**config.mk**
```make
export PLATFORM = sky130hd
export DESIGN_NAME = aon_irq_ctrl
export DESIGN_NICKNAME = d
export VERILOG_FILES = /design/src/rtl/aon_irq_pkg.sv /design/src/rtl/nmi_front.sv /design/src/rtl/pend_bank.sv /design/src/rtl/vec_encoder.sv /design/src/rtl/aon_irq_ctrl.sv
export SDC_FILE = /design/constraint.sdc
export NUM_CORES = 1
export LEC_CHECK = 0
export BUFFER_PORTS_ARGS = -buffer_cell sky130_fd_sc_hd__buf_2
export CORE_MARGIN = 5
export CORE_UTILIZATION = 45
export DETAILED_ROUTE_END_ITERATION = 8
export GPL_TIMING_DRIVEN = 0
export PLACE_DENSITY = 0.66
export SLEW_MARGIN = 25
export SYNTH_ARGS = -nofsm -noshare
export SYNTH_HDL_FRONTEND = slang
export SYNTH_SLANG_ARGS = --single-unit
```
**constraint.sdc**
```tcl
create_clock -name clk -period 4.3 [get_ports clk]
set_clock_uncertainty 0.05 [all_clocks]
set_input_delay 1.29 -clock clk [delete_from_list [all_inputs] [get_ports clk]]
set_output_delay 1.29 -clock clk [all_outputs]
set_load 0.1 [all_outputs]
```
**src/rtl/aon_irq_pkg.sv**
```systemverilog
package aon_irq_pkg;
    localparam int NUM_SRC = 16;
    localparam int DATA_W  = 32;
    localparam int ADDR_W  = 8;

    localparam logic [ADDR_W-1:0] OFS_VECTOR = 8'h00;
    localparam logic [ADDR_W-1:0] OFS_BASE   = 8'h04;
    localparam logic [ADDR_W-1:0] OFS_NMICFG = 8'h0C;
    localparam logic [ADDR_W-1:0] OFS_PEND   = 8'h10;
    localparam logic [ADDR_W-1:0] OFS_ENABLE = 8'h40;
    localparam logic [ADDR_W-1:0] OFS_MASK   = 8'h50;

    typedef enum logic [1:0] {
        TRIG_LVL_LO = 2'd0,
        TRIG_FALL   = 2'd1,
        TRIG_LVL_HI = 2'd2,
        TRIG_RISE   = 2'd3
    } trig_e;

    typedef struct packed {
        logic              wr_en;
        logic [ADDR_W-1:0] addr;
        logic [DATA_W-1:0] wdata;
    } bus_wr_t;

    function automatic logic trig_hit(trig_e mode, logic cur, logic prev);
        case (mode)
            TRIG_LVL_LO: trig_hit = ~cur;
            TRIG_FALL:   trig_hit = prev & ~cur;
            TRIG_LVL_HI: trig_hit = cur;
            default:     trig_hit = cur & ~prev;
        endcase
    endfunction

    function automatic logic is_edge(trig_e mode);
        is_edge = mode[0];
    endfunction
endpackage

```
**src/rtl/nmi_front.sv**
```systemverilog
module nmi_front
    import aon_irq_pkg::*;
#(
    parameter int SYNC_STAGES = 2
) (
    input  logic  clk,
    input  logic  rst,
    input  logic  pin,
    input  trig_e mode,
    output logic  hit
);
    localparam int CHAIN_W = SYNC_STAGES + 1;

    logic [CHAIN_W-1:0] chain_q;

    always_ff @(posedge clk) begin
        if (rst) chain_q <= '0;
        else     chain_q <= {chain_q[CHAIN_W-2:0], pin};
    end

    assign hit = trig_hit(mode, chain_q[SYNC_STAGES-1], chain_q[SYNC_STAGES]);


    edge_single_pulse_chk: assert property (@(posedge clk) disable iff (rst)
        (is_edge(mode) && hit) |=> !(is_edge(mode) && hit));
endmodule

```
**src/rtl/pend_bank.sv**
```systemverilog
module pend_bank #(
    parameter int N = 16
) (
    input  logic         clk,
    input  logic         rst,
    input  logic [N-1:0] set_vec,
    input  logic [N-1:0] clr_vec,
    output logic [N-1:0] pend
);
    logic [N-1:0] pend_q;

    always_ff @(posedge clk) begin
        if (rst) pend_q <= '0;
        else     pend_q <= (pend_q & ~clr_vec) | set_vec;
    end

    assign pend = pend_q;


    set_latches_chk: assert property (@(posedge clk) disable iff (rst)
        (set_vec != '0) |=> ((pend & $past(set_vec)) == $past(set_vec)));

    clear_takes_chk: assert property (@(posedge clk) disable iff (rst)
        ((clr_vec & ~set_vec) != '0) |=> ((pend & $past(clr_vec & ~set_vec)) == '0));

    idle_holds_chk: assert property (@(posedge clk) disable iff (rst)
        (set_vec == '0 && clr_vec == '0) |=> $stable(pend));
endmodule

```
**src/rtl/vec_encoder.sv**
```systemverilog
module vec_encoder #(
    parameter int N      = 16,
    parameter int DATA_W = 32
) (
    input  logic [N-1:0]      active,
    input  logic [DATA_W-1:0] base,
    output logic [DATA_W-1:0] vector,
    output logic              any
);
    localparam int IDX_W = (N > 1) ? $clog2(N) : 1;

    logic [IDX_W-1:0] idx;

    always_comb begin
        idx = '0;
        any = 1'b0;
        for (int i = N - 1; i >= 0; i--) begin
            if (active[i]) begin
                idx = IDX_W'(i);
                any = 1'b1;
            end
        end
    end

    assign vector = base + DATA_W'({idx, 2'b00});
endmodule

```
**src/rtl/aon_irq_ctrl.sv**
```systemverilog
module aon_irq_ctrl
    import aon_irq_pkg::*;
#(
    parameter int N_SRC = NUM_SRC,
    parameter int DW    = DATA_W,
    parameter int AW    = ADDR_W
) (
    input  logic              clk,
    input  logic              rst,
    input  logic              nmi_pin,
    input  logic [N_SRC-1:1]  ext_irq,
    input  logic              bus_sel,
    input  logic              bus_wr,
    input  logic [AW-1:0]     bus_addr,
    input  logic [DW-1:0]     bus_wdata,
    output logic [DW-1:0]     bus_rdata,
    output logic              nmi_out,
    output logic              cpu_irq_out
);
    localparam int PAD_W = DW - N_SRC;

    bus_wr_t          req;
    logic [DW-1:0]    base_q;
    trig_e            mode_q;
    logic [N_SRC-1:0] en_q;
    logic [N_SRC-1:0] mask_q;
    logic [N_SRC-1:0] pend;
    logic [N_SRC-1:0] set_vec;
    logic [N_SRC-1:0] clr_vec;
    logic [N_SRC-1:0] gated;
    logic [DW-1:0]    vector;
    logic             any_gated;
    logic             nmi_hit;

    assign req.wr_en = bus_sel & bus_wr;
    assign req.addr  = bus_addr;
    assign req.wdata = bus_wdata;

    always_ff @(posedge clk) begin
        if (rst) begin
            base_q <= '0;
            mode_q <= TRIG_LVL_LO;
            en_q   <= '0;
            mask_q <= '0;
        end else if (req.wr_en) begin
            case (req.addr)
                OFS_BASE:   base_q <= req.wdata;
                OFS_NMICFG: mode_q <= trig_e'(req.wdata[1:0]);
                OFS_ENABLE: en_q   <= req.wdata[N_SRC-1:0];
                OFS_MASK:   mask_q <= req.wdata[N_SRC-1:0];
                default: ;
            endcase
        end
    end

    nmi_front #(.SYNC_STAGES(2)) u_nmi_front (
        .clk  (clk),
        .rst  (rst),
        .pin  (nmi_pin),
        .mode (mode_q),
        .hit  (nmi_hit)
    );

    assign set_vec = {ext_irq, nmi_hit};
    assign clr_vec = (req.wr_en && req.addr == OFS_PEND) ? req.wdata[N_SRC-1:0] : '0;

    pend_bank #(.N(N_SRC)) u_pend_bank (
        .clk     (clk),
        .rst     (rst),
        .set_vec (set_vec),
        .clr_vec (clr_vec),
        .pend    (pend)
    );

    assign gated = pend & en_q & ~mask_q;

    vec_encoder #(.N(N_SRC), .DATA_W(DW)) u_vec_encoder (
        .active (gated),
        .base   (base_q),
        .vector (vector),
        .any    (any_gated)
    );

    assign nmi_out     = gated[0];
    assign cpu_irq_out = any_gated;

    always_comb begin
        bus_rdata = '0;
        if (bus_sel && !bus_wr) begin
            case (bus_addr)
                OFS_VECTOR: bus_rdata = vector;
                OFS_BASE:   bus_rdata = base_q;
                OFS_NMICFG: bus_rdata = {{(DW-2){1'b0}}, mode_q};
                OFS_PEND:   bus_rdata = {{PAD_W{1'b0}}, pend};
                OFS_ENABLE: bus_rdata = {{PAD_W{1'b0}}, en_q};
                OFS_MASK:   bus_rdata = {{PAD_W{1'b0}}, mask_q};
                default:    bus_rdata = '0;
            endcase
        end
    end


    nmi_implies_cpu_chk: assert property (@(posedge clk) disable iff (rst)
        nmi_out |-> cpu_irq_out);

    idle_vector_chk: assert property (@(posedge clk) disable iff (rst)
        !cpu_irq_out |-> (vector == base_q));

    enable_write_chk: assert property (@(posedge clk) disable iff (rst)
        (req.wr_en && req.addr == OFS_ENABLE) |=> (en_q == $past(req.wdata[N_SRC-1:0])));

    reset_clears_chk: assert property (@(posedge clk)
        $past(rst) |-> (pend == '0 && !nmi_out && !cpu_irq_out));
endmodule

```
==> run_results.csv <==
group,metric,value,unit
clock_network,htreeDepth,3,
final_layout,design_area,6970,sq um
job,maxCapViolCount,0,
synth,netlist.area_leader.share,0.340,
clock_network,clockBufferDepth,2,
synth,ys_types,65,
clock_network,insertion_delay,0.38,ns
timing,slew_violations,0,
final_layout,final_nets,878,
grt,grt_use_total,0.277,
die,core_area,10900,sq um
die,dieArea,13300,sq um
timing,fmax,202,MHz
die,num_rows,38,
die,ios,94,
final_layout,drive_gt1_frac,0.308,
grt,grtUsageMet1,0.366,
synth,synth_nets,757,
synth,synth_top_cell_by_area,"dfxtp_1",
synth,yosys_warnings,0,
setup_path,crit_path_max_fanout,4,
pwr,leakage,2.32,nW
route,first_iter_violations,397,
min_path,hp-class,"register to register",
route,drt-pass1-iter-count,5,
timing,finalWorstSetupSlack,-0.649,ns
synth,yosysSeqAreaShare,0.340,
timing,finalSetupViolCount,29,
synth,synth_area,5010,sq um
grt,grtUsageMet2,0.445,
setup_path,endpoint_kind,"output port",
clock_network,numCtsBuffers,9,
die,initial_core_util,0.460,
grt,grt-busiest-layer,"met2",
synth,synth-edff-count,0,
pwr,p_total,1.47,mW
final_layout,fillCellCount,1008,
die,fp.dieW,116,microns
synth,ys.flop_type,"dfxtp_1",
grt,grt_max_degree,15,
die,die_h,116,microns
grt,grt_pass1_wl,28600,microns
route,ant_nets,0,
grt,grt_overflow,0,
setup_path,r2r_setup_slack,3.28,ns
min_path,whs_path_depth,1,
clock_network,clk_pin_slew,0.09,ns
synth,avgSynthCellArea,7.24,sq um
grt,grt_antenna_before_repair,0,
synth,netlist_instances,692,
synth,ys_ff_latch,85,
setup_path,worstPathArrival,3.61,ns
timing,min_period_over_period,1.15,
setup_path,worstPathRequired,2.96,ns
status,violations,"negative setup slack",
setup_path,start_kind,"register",
timing,finalHoldViolCount,0,
grt,grt_pass1_vias,5487,
setup_path,reg2reg_depth,4,
timing,slew_headroom,0.530,
synth,yosys-top-cells-area,"dfxtp_1, nand2_1, a21oi_1, nor2_1, o21ai_0",
timing,worst_pin_slew,0.705,ns
pwr,powerDensity,211,nW/um^2
clock_network,clock-sinks,85,
route,dr_total_vias,5643,
route,drc,0,
status,status,"complete, but fails checks",
place,placed_area,6000,sq um
timing,rsz0062_at_grt,"yes",
route,wirelength,18300,microns
timing,fin_crit,4.95,ns
clock_network,cts_tree,"built",
place,gp_congestion,0.914,
route,via_per_inst,5.89,
final_layout,antenna_cells,0,
grt,grt_use_met3,0.0757,
synth,async_reset_ff_frac,0,
setup_path,setup.worst_path.class,"register to output port",
clock_network,cts_root_buf,"clkbuf_8",
place,hpwl,13400,microns
final_layout,synthToLayoutAreaGrowth,39.1,%
pwr,ir_drop,0.304,mV
route,drt-wirelength-per-cell,19.1,microns
place,port_buffers,91,
clock_network,cts_hold_buf,0,
-- power by group --
group          total (mW)  internal (mW)  leakage (nW)  switching, mW
combinational       0.130         0.0489          1.55         0.0809
clock               0.529          0.212        0.0837          0.318
sequential          0.809          0.799         0.691         0.0104
total                1.47           1.06          2.32          0.409
-- cell type report --
cell class                      instances  area (sq um)  share of cell area
Multi-Input combinational cell        557          3700               0.532
Clock buffer                           11           131              0.0189
Clock inverter                          5          35.0             0.00503
Buffer                                 39           233              0.0334
Inverter                               10          37.5             0.00539
Sequential cell                        85          1700               0.244
Tap cell                              140           175              0.0251
Timing Repair Buffer                  111           948               0.136
-- worst max-delay path, stage by stage, from the launching register on --
cell and delay (ns):
dfxtp_2 0.33, nand3b_1 0.19, o21bai_4 0.20, a21oi_2 0.15, o21ai_2 0.09, a21oi_2 0.17, ha_2 0.21, inv_2 0.04
fa_2 0.35, nand2b_4 0.19, a211o_4 0.38, nor3_4 0.18, a41oi_2 0.17, a311oi_4 0.36, buf_12 0.22
-- routing by layer --
| layer | wire length [microns] | up-vias |
|---|---|---|
| li1 | - | 2686 |
| met1 | 7990 | 2723 |
| met2 | 8660 | 208 |
| met3 | 1360 | 26 |
| met4 | 289 | 0 |
| met5 | 0 | - |
-- metrics by stage --
step	hold WS [ns]	utilization	std cells	worst slack, ns	TNS [ns]
global route	0.410	0.640	958	-0.783	-16.00
CTS	0.398	0.621	953	-0.728	-14.09
floorplan	0.364	-	692	-0.813	-4.62
finish	0.398	0.640	958	-0.649	-11.15
detailed placement	0.376	0.551	923	-0.972	-19.76
global placement	0.384	0.551	923	-0.972	-19.24
-- layout by cell type (no fill, tap or decap), types with 5 or more instances in the layout --
cell,instances
nand2_1,167
a21oi_1,89
dfxtp_1,84
buf_2,65
nor2_1,39
buf_4,26
o21ai_0,25
clkbuf_1,19
nand3_1,18
buf_6,17
buf_12,14
nor2_4,12
mux2_2,12
nand3b_1,11
clkbuf_8,11
nand4_1,10
inv_1,8
nor2b_1,8
xnor2_1,7
mux2i_1,7
a21oi_4,6
a22o_1,6
o21ai_1,5
nor3_2,5
nor2_2,5
a22oi_1,5
buf_8,5
-- cell usage after synthesis, types with 7 or more instances --
cell      count
nand3_1      25
nor2b_1       8
nand3b_1     11
mux2i_1       9
inv_1        10
nand4_1      10
clkbuf_1     24
nor2_1       54
nand2_1     167
o21ai_0      34
buf_2        10
a21oi_1      99
nor3_1        8
mux2_2       12
xnor2_1       7
dfxtp_1      85
-- final timing paths --
kind / start / end
max reg2reg: mode_q[1]$_SDFFE_PP0P_ / u_pend_bank.pend[0]$_SDFF_PP0_
min reg2reg: u_nmi_front.chain_q[0]$_SDFF_PP0_ / u_nmi_front.chain_q[1]$_SDFF_PP0_
max: mask_q[15]$_SDFFE_PP0P_ / bus_rdata[26]
min: u_nmi_front.chain_q[0]$_SDFF_PP0_ / u_nmi_front.chain_q[1]$_SDFF_PP0_
-- kinds of logic (layout without fill, tap and decap cells) --
| group | count (synthesis) | in the layout | share of synthesized area |
|---|---|---|---|
| xor+xnor | 11 | 11 | 0.0192 |
| buf+inv | 50 | 176 | 0.0445 |
| mux | 21 | 21 | 0.0450 |
| compound gates | 187 | 187 | 0.218 |
| flops | 85 | 85 | 0.340 |
| simple gates | 333 | 333 | 0.320 |
| fa+ha+maj | 5 | 5 | 0.0140 |
-- state kept, by name (all words and copies together), names as in the netlist --
signal               count
u_pend_bank.pend        16
u_nmi_front.chain_q      3
en_q                    16
mode_q                   2
base_q                  32
mask_q                  16
-- what timing repair did --
item	CTS	global route
pin swaps	23	16
buffers inserted	14	6
cloned	1	0
setup endpoints to repair	32	32
resized for setup	130	46
Note: power is estimated with default switching activity, not from simulation.
